--- src/rtl/wdt_twophase.sv ---
module wdt_twophase #(
  parameter int TICK_LOG2 = 25,
  parameter int RST_LEN   = 16
) (
  input  logic        clk,
  input  logic        rst_n,
  input  logic        bus_we,
  input  logic [1:0]  bus_word,
  input  logic [31:0] bus_wdata,
  output logic [31:0] bus_rdata,
  output logic        irq_o,
  output logic        soc_rst_o,
  output logic        cpu_rst_o,
  output logic        sw_rst_o
);
  localparam int PW = TICK_LOG2 + 3;
  localparam int RW = $clog2(RST_LEN + 1);
  localparam logic [31:0] CTRL_MASK = 32'hE7CF_8003;

  typedef enum logic [1:0] {PH1, PH2, PHR} phase_t;

  phase_t          phase;
  logic [31:0]     ctrl;
  logic            flag_p1, flag_p2;
  logic [PW-1:0]   presc;
  logic [4:0]      tcnt;
  logic [RW-1:0]   rcnt;
  logic [1:0]      rsel;

  wire       en    = ctrl[31];
  wire [1:0] ps    = ctrl[30:29];
  wire [4:0] f1    = ctrl[26:22];
  wire [4:0] f2    = ctrl[19:15];
  wire [1:0] mode  = ctrl[1:0];

  wire wr_kick = bus_we && bus_word == 2'd0 && bus_wdata[31];
  wire wr_flag = bus_we && bus_word == 2'd1;
  wire wr_ctrl = bus_we && bus_word == 2'd2;

  logic [PW-1:0] lim;
  assign lim = ~({PW{1'b1}} << (TICK_LOG2 + 32'(ps)));

  wire counting = (phase == PH1 && en) || phase == PH2;
  wire tick     = counting && presc == lim;
  wire expire   = tick && tcnt == ((phase == PH1) ? f1 : f2);
  wire rst_any  = phase == PHR;

  always_ff @(posedge clk or negedge rst_n) begin
    if (!rst_n) begin
      ctrl    <= 32'h0000_0001;
      flag_p1 <= 1'b0;
      flag_p2 <= 1'b0;
      presc   <= '0;
      tcnt    <= '0;
      rcnt    <= '0;
      rsel    <= '0;
      phase   <= PH1;
    end else begin
      if (wr_ctrl) ctrl <= bus_wdata & CTRL_MASK;
      if (wr_flag) begin
        if (bus_wdata[31]) flag_p1 <= 1'b0;
        if (bus_wdata[30]) flag_p2 <= 1'b0;
      end
      case (phase)
        PH1, PH2: begin
          if (wr_kick || (phase == PH1 && !en)) begin
            presc <= '0;
            tcnt  <= '0;
            phase <= PH1;
          end else if (tick) begin
            presc <= '0;
            if (expire) begin
              tcnt <= '0;
              if (phase == PH1) begin
                phase   <= PH2;
                flag_p1 <= 1'b1;
              end else begin
                phase   <= PHR;
                flag_p2 <= 1'b1;
                rsel    <= mode;
                rcnt    <= '0;
              end
            end else begin
              tcnt <= tcnt + 5'd1;
            end
          end else begin
            presc <= presc + PW'(1);
          end
        end
        PHR: begin
          if (rcnt == RW'(RST_LEN - 1)) begin
            rcnt     <= '0;
            phase    <= PH1;
            ctrl[31] <= 1'b0;
          end else begin
            rcnt <= rcnt + RW'(1);
          end
        end
        default: phase <= PH1;
      endcase
    end
  end

  assign irq_o     = flag_p1;
  assign soc_rst_o = rst_any && (rsel == 2'd0 || rsel == 2'd3);
  assign cpu_rst_o = rst_any && rsel == 2'd1;
  assign sw_rst_o  = rst_any && rsel == 2'd2;

  always_comb begin
    case (bus_word)
      2'd1:    bus_rdata = {flag_p1, flag_p2, 30'b0};
      2'd2:    bus_rdata = ctrl;
      default: bus_rdata = 32'b0;
    endcase
  end

  AST_RST_ONEHOT: assert property (@(posedge clk) disable iff (!rst_n)
    $onehot0({soc_rst_o, cpu_rst_o, sw_rst_o}));
  AST_RST_FLAGGED: assert property (@(posedge clk) disable iff (!rst_n)
    $rose(soc_rst_o | cpu_rst_o | sw_rst_o) |-> flag_p2);
  AST_PULSE_DISABLES: assert property (@(posedge clk) disable iff (!rst_n)
    $fell(soc_rst_o | cpu_rst_o | sw_rst_o) |-> !ctrl[31]);
  AST_KICK_NO_RESET: assert property (@(posedge clk) disable iff (!rst_n)
    (wr_kick && phase != PHR) |=> !(soc_rst_o | cpu_rst_o | sw_rst_o));
  AST_IDLE_QUIET: assert property (@(posedge clk) disable iff (!rst_n)
    (phase == PH1 && !en) |=> !$rose(irq_o));
  AST_PH2_LOCKED: assert property (@(posedge clk) disable iff (!rst_n)
    (phase == PH2 && !wr_kick) |=> phase != PH1);
endmodule

--- config.mk ---
export PLATFORM = sky130hd
export DESIGN_NAME = wdt_twophase
export DESIGN_NICKNAME = d
export VERILOG_FILES = /design/src/rtl/wdt_twophase.sv
export SDC_FILE = /design/constraint.sdc
export NUM_CORES = 1
export LEC_CHECK = 0
export ABC_AREA = 1
export BUFFER_PORTS_ARGS = -buffer_cell sky130_fd_sc_hd__clkbuf_2
export CORE_ASPECT_RATIO = 0.9
export CORE_MARGIN = 2
export CORE_UTILIZATION = 30
export CTS_CLUSTER_DIAMETER = 30
export CTS_CLUSTER_SIZE = 12
export DETAILED_ROUTE_END_ITERATION = 10
export REMOVE_ABC_BUFFERS = 1
export SETUP_SLACK_MARGIN = 0.4
export SYNTH_ARGS = -nofsm -noshare
export SYNTH_HDL_FRONTEND = slang
export SYNTH_SLANG_ARGS = --single-unit
--- constraint.sdc ---
create_clock -name clk -period 2.9 [get_ports clk]
set_clock_uncertainty 0.2 [all_clocks]
set_input_delay 0.725 -clock clk [delete_from_list [all_inputs] [get_ports clk]]
set_output_delay 0.725 -clock clk [all_outputs]
set_load 0.05 [all_outputs]
==> metrics.yaml <==
outcome:
  status: "complete, no violations"
place:
  io_buffers: 38
  place.detailed.hpwl_mm: 5.87
  placedCellCount: 697
  final_weighted_congestion_of_routability_driven_global_placement: 0.856
setup_path:
  crit_type: "in -> out"
  required_ps: 1980
  arrival_ps: 1540
  critical_path_peak_fanout: 2
  timing.critical_path.cells: "clkbuf_2, inv_1, ha_1, inv_1, a21oi_2, clkbuf_8"
  worst_setup_path_startpoint: "bus_word[1]"
  critPathMaxStageDelay_ps: 270
  most_frequent_cp_cell: "inv_1"
  reg2reg_depth: 10
  path_delay_family: "buffers and inverters"
  setup.reg_to_reg.worst_slack_ps: 770
  r2r_end: "rcnt[0]"
  critical-path-slowest-cell: "ha_1"
  critical_path.startpoint_type: "input pin"
  end_kind: "primary output"
  crit-reg2reg-launch: "phase[1]"
  worst-path-buf-inv: 4
sta:
  achievable-frequency_mhz: 405
  final-max-slew-violation-count: 0
  relative_slew_margins_pct: 62.0
  layout_min_cycle_time_ps: 2470
  report.final.setup_viol: 0
  hold_viol_final: 0
  grt_setup_unrepaired: "true"
  final_min_period_over_clock_period_pct: 85.1
  holdWs_ps: 188
  worst_pin_slew_ps: 570
final_layout:
  most-common-layout-cells: "nand2_1, inv_1, nor2_1, dfrtp_1, nand3_1"
  area_growth_from_synthesis_to_final_layout_pct: 22.3
  final-seq-area_um2: 1480
  finish.net_count: 593
  diodes: 0
  multi_input_area_um2: 1770
  finish.cell_count_without_fillers: 713
  fillCellCount: 1215
  final_layout_size_suffix_gt1_share_pct: 17.7
  mostFrequentLayoutCell: "nand2_1"
floorplan:
  floorplan.die_area_um2: 13000
  die_h_um: 109
  floorplan.initialDensity_pct: 30.5
  fp.coreArea_um2: 11900
  cell_rows: 38
  die_width_um: 120
  ios: 73
drt:
  wire_per_inst_um: 11.2
  dr_total_vias: 3162
  detailedRoute.firstIterationViolations: 167
  remaining_drc_errors: 0
  drt_wl_total_mm: 7.97
  route.antenna.remaining_nets: 0
  avgViaCountPerCell: 4.43
  drt-pass1-iter-count: 4
power_and_ir_drop:
  leakage_uw: 0.00219
  worst_vdd_ir_uv: 369
  power_density_nw_per_um2: 637
clock_tree:
  clock_sink_count: 59
  tritoncts.num_buffers: 9
  tritoncts: "built"
  path_clk_slew_ps: 50
  cts_max_level: 3
  worst_skew_pair_later_pin_latency_ps: 320
  cts-root-to-sink-buffers: 2
  cts_root_buffer: "clkbuf_16"
logic_synthesis:
  avgSynthCellArea_um2: 7.26
  synth_top_area_cell: "dfrtp_1"
  synth_warnings: 0
  postSynthRegisterBits: 59
  dominantRegCellSynth: "dfrtp_1"
  synth.top_cell.area_share_pct: 39.8
  synth_top_cells_by_area: "dfrtp_1, nand2_1, inv_1"
  synth_seq_area_share_pct: 40.6
  synth-edff-count: 0
  synth.distinct_cells: 37
  postSynthCellCount: 502
  asyncSetResetFlopFracSynth_pct: 100
  syn_area_um2: 3640
grt:
  grt_max_degree: 40
  gr-total-overflow: 0
  antenna_found_initial: 0
  grt_pass1_vias: 3029
  global_route.usage.total_pct: 12.8
  first_pass_grt_wire_length_mm: 13.6
run:
  cap_violations: 0
hold_path:
  hp-class: "in -> async"
## final cells by class
type,instances,area share (%)
multi-input cells,358,39.8
flip-flops and latches,59,33.2
repair buffers,47,8.82
inverters,73,6.29
clock buffers,11,5.68
well taps,160,4.50
clock inverters,5,1.69
## cells in the mapped netlist, types with 4 or more instances
cell type,instances
nor2_2,7
xor2_1,9
o21ai_1,12
nand2_2,4
dfrtp_1,58
nor3_1,9
inv_1,68
nand4_1,7
o21ai_0,11
nand2_1,121
a21oi_1,24
nor2_4,5
clkbuf_1,5
buf_4,17
nand3_1,41
ha_1,8
nor2_1,64
## timing repair
action / CTS / global route
setup buffers: 0 / 0
hold buffers: 0 / 0
pin swaps: 0 / 0
endpoints found under the setup margin: 16 / 16
resized for setup: 32 / 7
## cell families (layout without fill, tap and decap cells)
group | count (synthesis) | after routing | share of synthesized area (%)
mux | 4 | 4 | 1.20
buf+inv | 101 | 136 | 13.0
xor+xnor | 11 | 11 | 2.65
flops | 59 | 59 | 40.6
simple gates | 266 | 266 | 32.2
compound gates | 52 | 52 | 7.52
fa+ha+maj | 8 | 8 | 2.75
other cells | 1 | 17 | 0.103
## metal layers
metal  GRT usage (%)  vias to the layer above  routed length [um]
li1                -                     1634                   -
met1            16.2                     1457                3770
met2            21.6                       56                3800
met3            3.16                       15                 306
met4            4.20                        0                  98
met5               0                        -                   0
## report_power, final
| group | switching [uW] | leakage, uW | internal, uW | total (uW) |
|---|---|---|---|---|
| clock network | 374 | 0.000165 | 794 | 1170 |
| logic | 467 | 0.00125 | 217 | 684 |
| registers | 83.7 | 0.000776 | 901 | 985 |
| total | 926 | 0.00219 | 1910 | 2840 |
## how the worst max path moves through the flow
stage / slack (ps) / cells past startpoint / endpoint
after floorplan: -50 / 4 / bus_rdata[30]
after global placement: 250 / 7 / bus_rdata[29]
after detailed placement: 230 / 7 / bus_rdata[16]
after CTS: 380 / 7 / bus_rdata[29]
after global routing: 400 / 4 / cpu_rst_o
final: 430 / 6 / bus_rdata[30]
## state kept, by name, indices dropped and copies added (netlist names)
| signal | count |
|---|---|
| presc | 28 |
| ctrl | 15 |
| rcnt | 5 |
| tcnt | 5 |
| phase | 2 |
| rsel | 2 |
| flag_p2 | 1 |
| irq_o | 1 |
## metrics by stage
stage | utilization (%) | setup slack (ps) | cell area (um2) | setup TNS, ps | power, uW
finish | 37.3 | 433 | 4450 | 0 | 2840
global route | 37.3 | 397 | 4450 | 0 | 3000
CTS | 37.1 | 384 | 4430 | 0 | 2860
detailed placement | 33.3 | 229 | 3980 | 0 | 1660
global placement | 33.3 | 249 | 3980 | 0 | 1640
floorplan | - | -54.1 | 3510 | -108 | 1470
Power figures use the tool's default switching activity.
